File: src/rtl/trace_ring_pkg.sv
// Shared constants and register selector for the trace ring.
// Assumes the register words are at least 20 bits wide.
package trace_ring_pkg;
    typedef enum logic [1:0] {
        SEL_CTRL = 2'd0,
        SEL_LO   = 2'd1,
        SEL_HI   = 2'd2
    } reg_sel_e;

    localparam int CTRL_MUX_LSB = 14;
    localparam int CTRL_HOLD    = 18;
    localparam int CTRL_STATUS  = 19;
    localparam int NUM_SRC      = 4;
endpackage

File: src/rtl/trace_ctrl.sv
// Run/stop state, hold-off and source select for the trace ring.
// A stop wins over a start in the same cycle. A start is accepted only while
// stopped and not held off. Hold-off never forces a stop.
module trace_ctrl
    import trace_ring_pkg::*;
#(
    parameter int HAS_RUN_BITS = 1,
    parameter int REG_W        = 64
) (
    input  logic             clk,
    input  logic             rst_n,
    input  logic             trace_start,
    input  logic             trace_stop,
    input  logic             ctrl_wr,
    input  logic [1:0]       wr_mux,
    input  logic             wr_hold,
    output logic             running,
    output logic             holdoff,
    output logic [1:0]       mux_sel,
    output logic             start_ok,
    output logic             stop_ok,
    output logic [REG_W-1:0] ctrl_rdata
);
    assign start_ok = trace_start && !trace_stop && !running && !holdoff;
    assign stop_ok  = trace_stop && running;

    // Run state: set by an accepted start, cleared by a stop.
    always_ff @(posedge clk) begin
        if (!rst_n)       running <= 1'b0;
        else if (stop_ok) running <= 1'b0;
        else if (start_ok) running <= 1'b1;
    end

    // Source select, written through the control word.
    always_ff @(posedge clk) begin
        if (!rst_n)       mux_sel <= 2'b00;
        else if (ctrl_wr) mux_sel <= wr_mux;
    end

    generate
        if (HAS_RUN_BITS != 0) begin : g_hold
            // Hold-off flag, written through the control word.
            always_ff @(posedge clk) begin
                if (!rst_n)       holdoff <= 1'b0;
                else if (ctrl_wr) holdoff <= wr_hold;
            end
        end else begin : g_nohold
            logic unused_wr_hold;
            assign unused_wr_hold = wr_hold;
            assign holdoff        = 1'b0;
        end
    endgenerate

    // Assemble the control word seen by software.
    always_comb begin
        ctrl_rdata = '0;
        ctrl_rdata[CTRL_MUX_LSB +: 2] = mux_sel;
        if (HAS_RUN_BITS != 0) begin
            ctrl_rdata[CTRL_HOLD]   = holdoff;
            ctrl_rdata[CTRL_STATUS] = running;
        end
    end
endmodule

File: src/rtl/trace_store.sv
// Row storage and write pointer of the trace ring.
// A start rewinds the write pointer to row 0 and clears the wrap flag. The
// oldest row is row 0 until the ring wraps, and the write pointer after that.
module trace_store #(
    parameter int ROWS     = 16,
    parameter int SAMPLE_W = 64,
    parameter int PTR_W    = 4
) (
    input  logic                  clk,
    input  logic                  rst_n,
    input  logic                  start_ok,
    input  logic                  cap_en,
    input  logic [SAMPLE_W-1:0]   sample,
    input  logic [PTR_W-1:0]      rd_lo_ptr,
    input  logic [PTR_W-1:0]      rd_hi_ptr,
    output logic [PTR_W-1:0]      wr_ptr,
    output logic [PTR_W-1:0]      oldest_ptr,
    output logic [SAMPLE_W/2-1:0] lo_half,
    output logic [SAMPLE_W/2-1:0] hi_half
);
    localparam int HALF_W = SAMPLE_W / 2;
    localparam logic [PTR_W-1:0] LAST = PTR_W'(ROWS - 1);

    logic [SAMPLE_W-1:0] rows_q [ROWS];
    logic                wrapped;

    // Capture samples into the ring and track the write position.
    always_ff @(posedge clk) begin
        if (!rst_n) begin
            wr_ptr  <= '0;
            wrapped <= 1'b0;
            for (int i = 0; i < ROWS; i++) rows_q[i] <= '0;
        end else if (start_ok) begin
            wr_ptr  <= '0;
            wrapped <= 1'b0;
        end else if (cap_en) begin
            rows_q[wr_ptr] <= sample;
            wr_ptr         <= (wr_ptr == LAST) ? '0 : wr_ptr + 1'b1;
            if (wr_ptr == LAST) wrapped <= 1'b1;
        end
    end

    assign oldest_ptr = wrapped ? wr_ptr : '0;
    assign lo_half    = rows_q[rd_lo_ptr][HALF_W-1:0];
    assign hi_half    = rows_q[rd_hi_ptr][SAMPLE_W-1:HALF_W];
endmodule

File: src/rtl/trace_readout.sv
// Independent low and high read pointers of the trace ring.
// A stop loads both with the oldest row. A data read moves its own pointer
// on by one, wrapping, and only while the trace is stopped.
module trace_readout #(
    parameter int ROWS  = 16,
    parameter int PTR_W = 4
) (
    input  logic             clk,
    input  logic             rst_n,
    input  logic             running,
    input  logic             stop_ok,
    input  logic [PTR_W-1:0] oldest_ptr,
    input  logic             lo_rd,
    input  logic             hi_rd,
    output logic [PTR_W-1:0] rd_lo_ptr,
    output logic [PTR_W-1:0] rd_hi_ptr
);
    localparam logic [PTR_W-1:0] LAST = PTR_W'(ROWS - 1);

    // Low-data pointer: rewound by a stop, moved on by low reads.
    always_ff @(posedge clk) begin
        if (!rst_n)                  rd_lo_ptr <= '0;
        else if (stop_ok)            rd_lo_ptr <= oldest_ptr;
        else if (lo_rd && !running)  rd_lo_ptr <= (rd_lo_ptr == LAST) ? '0 : rd_lo_ptr + 1'b1;
    end

    // High-data pointer: rewound by a stop, moved on by high reads.
    always_ff @(posedge clk) begin
        if (!rst_n)                  rd_hi_ptr <= '0;
        else if (stop_ok)            rd_hi_ptr <= oldest_ptr;
        else if (hi_rd && !running)  rd_hi_ptr <= (rd_hi_ptr == LAST) ? '0 : rd_hi_ptr + 1'b1;
    end
endmodule

File: src/rtl/trace_ring.sv
// Top of the ring trace buffer: source select, register decode and read data.
// Assumes REG_W > SAMPLE_W/2 so that the running flag sits above the low half.
// Read data is combinational on reg_addr. Pointer side effects happen at the
// clock edge that ends the strobe cycle.
module trace_ring
    import trace_ring_pkg::*;
#(
    parameter int ROWS         = 16,
    parameter int SAMPLE_W     = 64,
    parameter int REG_W        = 64,
    parameter int HAS_RUN_BITS = 1
) (
    input  logic                        clk,
    input  logic                        rst_n,
    input  logic                        trace_start,
    input  logic                        trace_stop,
    input  logic                        sample_valid,
    input  logic [NUM_SRC*SAMPLE_W-1:0] src_data,
    input  logic [1:0]                  reg_addr,
    input  logic                        reg_rd,
    input  logic                        reg_wr,
    input  logic [REG_W-1:0]            reg_wdata,
    output logic [REG_W-1:0]            reg_rdata
);
    localparam int PTR_W  = (ROWS > 1) ? $clog2(ROWS) : 1;
    localparam int HALF_W = SAMPLE_W / 2;

    logic                running, holdoff, start_ok, stop_ok, cap_en;
    logic [1:0]          mux_sel;
    logic [REG_W-1:0]    ctrl_rdata;
    logic [PTR_W-1:0]    wr_ptr, oldest_ptr, rd_lo_ptr, rd_hi_ptr;
    logic [HALF_W-1:0]   lo_half, hi_half;
    logic [SAMPLE_W-1:0] src_arr [NUM_SRC];
    logic [SAMPLE_W-1:0] sample;
    logic                ctrl_wr, lo_rd, hi_rd;
    logic                unused_wdata;

    assign ctrl_wr = reg_wr && (reg_addr == SEL_CTRL);
    assign lo_rd   = reg_rd && (reg_addr == SEL_LO);
    assign hi_rd   = reg_rd && (reg_addr == SEL_HI);
    assign unused_wdata = ^reg_wdata;

    generate
        for (genvar k = 0; k < NUM_SRC; k++) begin : g_src
            assign src_arr[k] = src_data[k*SAMPLE_W +: SAMPLE_W];
        end
    endgenerate

    assign sample = src_arr[mux_sel];
    assign cap_en = running && sample_valid && !trace_stop;

    trace_ctrl #(.HAS_RUN_BITS(HAS_RUN_BITS), .REG_W(REG_W)) u_ctrl (
        .clk(clk), .rst_n(rst_n),
        .trace_start(trace_start), .trace_stop(trace_stop),
        .ctrl_wr(ctrl_wr),
        .wr_mux(reg_wdata[CTRL_MUX_LSB +: 2]),
        .wr_hold(reg_wdata[CTRL_HOLD]),
        .running(running), .holdoff(holdoff), .mux_sel(mux_sel),
        .start_ok(start_ok), .stop_ok(stop_ok),
        .ctrl_rdata(ctrl_rdata)
    );

    trace_store #(.ROWS(ROWS), .SAMPLE_W(SAMPLE_W), .PTR_W(PTR_W)) u_store (
        .clk(clk), .rst_n(rst_n),
        .start_ok(start_ok), .cap_en(cap_en), .sample(sample),
        .rd_lo_ptr(rd_lo_ptr), .rd_hi_ptr(rd_hi_ptr),
        .wr_ptr(wr_ptr), .oldest_ptr(oldest_ptr),
        .lo_half(lo_half), .hi_half(hi_half)
    );

    trace_readout #(.ROWS(ROWS), .PTR_W(PTR_W)) u_readout (
        .clk(clk), .rst_n(rst_n),
        .running(running), .stop_ok(stop_ok), .oldest_ptr(oldest_ptr),
        .lo_rd(lo_rd), .hi_rd(hi_rd),
        .rd_lo_ptr(rd_lo_ptr), .rd_hi_ptr(rd_hi_ptr)
    );

    // Read data selected by the register address.
    always_comb begin
        reg_rdata = '0;
        case (reg_addr)
            SEL_CTRL: reg_rdata = ctrl_rdata;
            SEL_LO: begin
                reg_rdata[HALF_W-1:0] = lo_half;
                reg_rdata[REG_W-1]    = running;
            end
            SEL_HI:  reg_rdata[HALF_W-1:0] = hi_half;
            default: reg_rdata = '0;
        endcase
    end
endmodule

File: config.mk
export PLATFORM = sky130hd
export DESIGN_NAME = trace_ring
export DESIGN_NICKNAME = d
export VERILOG_FILES = /design/src/rtl/trace_ring_pkg.sv /design/src/rtl/trace_ctrl.sv /design/src/rtl/trace_store.sv /design/src/rtl/trace_readout.sv /design/src/rtl/trace_ring.sv
export SDC_FILE = /design/constraint.sdc
export NUM_CORES = 2
export LEC_CHECK = 0
export ABC_AREA = 0
export BUFFER_PORTS_ARGS = -buffer_cell sky130_fd_sc_hd__clkbuf_2
export CAP_MARGIN = 20
export CORE_UTILIZATION = 54
export CTS_CLUSTER_DIAMETER = 100
export DETAILED_ROUTE_END_ITERATION = 8
export MAX_ROUTING_LAYER = met4
export PLACE_DENSITY = 0.76
export REMOVE_ABC_BUFFERS = 1
export SLEW_MARGIN = 40
export SYNTH_ARGS = -nofsm -noshare
export SYNTH_HDL_FRONTEND = slang
export SYNTH_SLANG_ARGS = --single-unit
File: constraint.sdc
create_clock -name clk -period 3.3 [get_ports clk]
set_clock_uncertainty 0.2 [all_clocks]
set_input_delay 0.165 -clock clk [delete_from_list [all_inputs] [get_ports clk]]
set_output_delay 0.165 -clock clk [all_outputs]
set_load 0.005 [all_outputs]
==> flow_summary_export.csv <==
group,metric,value,unit
status,outcome,"completed",
sta,fmax,308,MHz
power_and_ir_drop,pwr_density_cell,512,mW/mm^2
final_layout,antennaDiodeCount,0,
final_layout,final_core_area_utilization,0.662,
power_and_ir_drop,largest_voltage_drop_on_the_vdd_net,0.384,mV
drt,drt_first_pass_iters,5,
clocking,ctsRootBufferMaster,"clkbuf_16",
floorplanning,die_w,299,um
logic_synthesis,synth-seq-area-share,0.657,
sta,fin_crit_sh,0.984,
floorplanning,start_util,0.547,
floorplanning,number_of_rows_in_the_core_area,108,
final_layout,layout-area-overhead-vs-synth,21.1,%
floorplanning,num_io_pins,393,
logic_synthesis,synthesized_area_divided_by_synthesized_cell_count,14.5,sq um
clocking,clockBufferDepth,3,
power_and_ir_drop,power_leakage,21.1,nW
floorplanning,floorplan.die_area,0.0893,sq mm
logic_synthesis,synth-edff-count,1024,
logic_synthesis,synthCells,3282,
clocking,tritoncts_clock_tree,"done",
clocking,worst_setup_hold_path_clk_slew,0.06,ns
setup_path,timing.critical_path.to_type,"output port",
clocking,ctsHtreeMaxLevel,3,
logic_synthesis,postSynth.asyncResetShare,0,
drt,drtAntennaViolNets,0,
place,placement.io_buffers,300,
setup_path,worstPathMaxFanout,12,
drt,dr.first_iter.drc_count,3964,
floorplanning,chipHeight,299,um
global_routing,grt_remaining_overflow,0,
logic_synthesis,syn_area,0.0476,sq mm
sta,worst-slew-pin-transition,0.883,ns
global_routing,grt_first_pass_wirelength,196,mm
clocking,tritoncts_buffer_count,104,
sta,final-max-slew-violation-count,0,
final_layout,final_common_cell,"nor2_1",
min_path,hold_class,"primary input to flip-flop",
setup_path,worst_ep_arrival_time,2.88,ns
drt,post_drt_wl_per_cell,26.5,um
sta,finalWorstPathRequiredPeriod,3.25,ns
global_routing,grtUsageTotal,0.307,
sta,final-setup-viol-count,0,
final_layout,fill_cells,5696,
final_layout,most_frequent_cells_in_the_layout,"1046 x nor2_1, 1024 x edfxtp_1, 328 x dlygate4sd3_1",
place,dpl.cell_count,4549,
logic_synthesis,synth.ff_latch_count,1049,
final_layout,net_count_of_the_finished_layout,4176,
drt,per_cell_via_count_in_the_routed_design,6.20,
drt,routed_wirelength,135,mm
global_routing,initial_antenna_violation_count,0,
final_layout,layoutNonFillerInstCount,5079,
flow_run,cap_violations,0,
clocking,clock_sink_count,1049,
floorplanning,core_area,0.0870,sq mm
sta,max_slew_margin,0.411,
logic_synthesis,predominant_post_synthesis_flop_cell,"edfxtp_1",
place,hpwl,68.5,mm
logic_synthesis,yosysWarnings,0,
drt,route.vias.total,31500,
logic_synthesis,synth_cell_types,51,
sta,timing_hold_violations_final,0,
final_layout,post_route_cells_drive_above_1_share,0.247,
drt,remaining_drc_errors,0,
setup_path,worstSetupStartpointType,"flip-flop",
global_routing,grt_max_degree,73,
global_routing,grt_pass1_vias,31700,
place,place_congestion,0.802,
setup_path,critical_path_class,"flip-flop to output port",
clocking,clock_latency_on_the_worst_skew_pair,0.65,ns
setup_path,cp_data_required_time,2.93,ns
## cells in the mapped netlist, drive strengths merged, types with 9 or more instances
cell type  number  share of area
o21ai          69          0.012
o22a           28         0.0052
mux4          249           0.12
nand2         113         0.0089
dfxtp          25          0.011
nand3          15         0.0016
inv             9        0.00071
buf           277          0.035
clkbuf         52         0.0041
mux2i         192          0.040
o221ai         30         0.0055
a21oi          18         0.0019
nor2         1046          0.083
mux2           66          0.016
edfxtp       1024           0.65
## final timing paths
kind	from	end	cells past startpoint	slack [ns]
hold / removal	src_data[247]	u_store.rows_q[10][55]	5	0.004
setup reg to reg	u_ctrl.mux_sel[0]	u_store.rows_q[9][46]	8	0.06
hold reg to reg	u_readout.rd_hi_ptr[3]	flip-flop	2	0.34
setup / recovery	flip-flop	reg_rdata[15]	7	0.05
## metal layers
| metal | vias up | share of wire | GRT usage |
|---|---|---|---|
| li1 | 13200 | - | - |
| met1 | 15600 | 0.35 | 0.391 |
| met2 | 2374 | 0.49 | 0.499 |
| met3 | 393 | 0.12 | 0.0592 |
| met4 | 0 | 0.033 | 0.104 |
| met5 | - | 0 | - |
## report_power, final
| part | leakage [nW] | internal [mW] | switching [mW] |
|---|---|---|---|
| clock | 1.62 | 6.73 | 4.97 |
| sequential | 10.8 | 15.0 | 0.167 |
| combinational | 8.74 | 1.15 | 1.44 |
| total | 21.1 | 22.9 | 6.58 |
## registers in the layout, indices dropped and copies added (netlist names), named ones only
| name | cells |
|---|---|
| u_store.rows_q | 1024 |
| u_readout.rd_hi_ptr | 4 |
| u_readout.rd_lo_ptr | 4 |
| u_store.wr_ptr | 4 |
| u_ctrl.mux_sel | 2 |
| u_ctrl.holdoff | 1 |
| u_ctrl.running | 1 |
| u_store.wrapped | 1 |
## kinds of logic (layout without fill, tap and decap cells)
logic type | Yosys count | count (layout) | share of synthesized area
compound gates | 170 | 170 | 0.0292
xor+xnor | 1 | 1 | 0.000184
fa+ha+maj | 6 | 6 | 0.00158
buf+inv | 339 | 951 | 0.0401
flops | 1049 | 1049 | 0.657
mux | 507 | 507 | 0.174
other cells | 1 | 31 | 0.0000788
simple gates | 1209 | 1209 | 0.0980
## timing repair
item                                    in CTS  in global routing
pin swaps                                    0                  0
resized for setup                            1                 13
cloned                                       1                  1
hold buffers                               325                  8
setup buffers                                2                  6
endpoints found under the setup margin       8                176
endpoints found under the hold margin      889                 25
## worst max-delay path: stages (launching register included)
cell       delay (ns)
dfxtp_4          0.44
buf_4            0.17
bufbuf_16        0.33
mux4_2           0.57
a22oi_1          0.20
a31o_1           0.23
nand4_1          0.13
clkbuf_2         0.14
## final cells by class
class / count / area (sq um) / area share
clock buffers: 127 / 2730 / 0.0474
clock inverters: 62 / 602 / 0.0105
inverters: 10 / 40.0 / 0.000695
multi-input cells: 1924 / 14900 / 0.258
flip-flops and latches: 1049 / 31300 / 0.543
well taps: 1155 / 1450 / 0.0251
repair buffers: 752 / 6630 / 0.115
## through the flow
step	instance area [sq um]	worst slack (ns)	hold WS [ns]	setup TNS [ns]	power [mW]
global placement	50700	0.552	0.205	0	17.6
global route	57600	-0.00876	0.0396	-0.00876	30.2
floorplan	45800	-3.66	0.0443	-3169.59	16.8
finish	57600	0.0543	0.00419	0	29.5
detailed placement	50700	0.522	0.215	0	17.7
CTS	57300	0.00998	0.000577	0	29.4
Note: power is estimated with default switching activity, not from simulation.
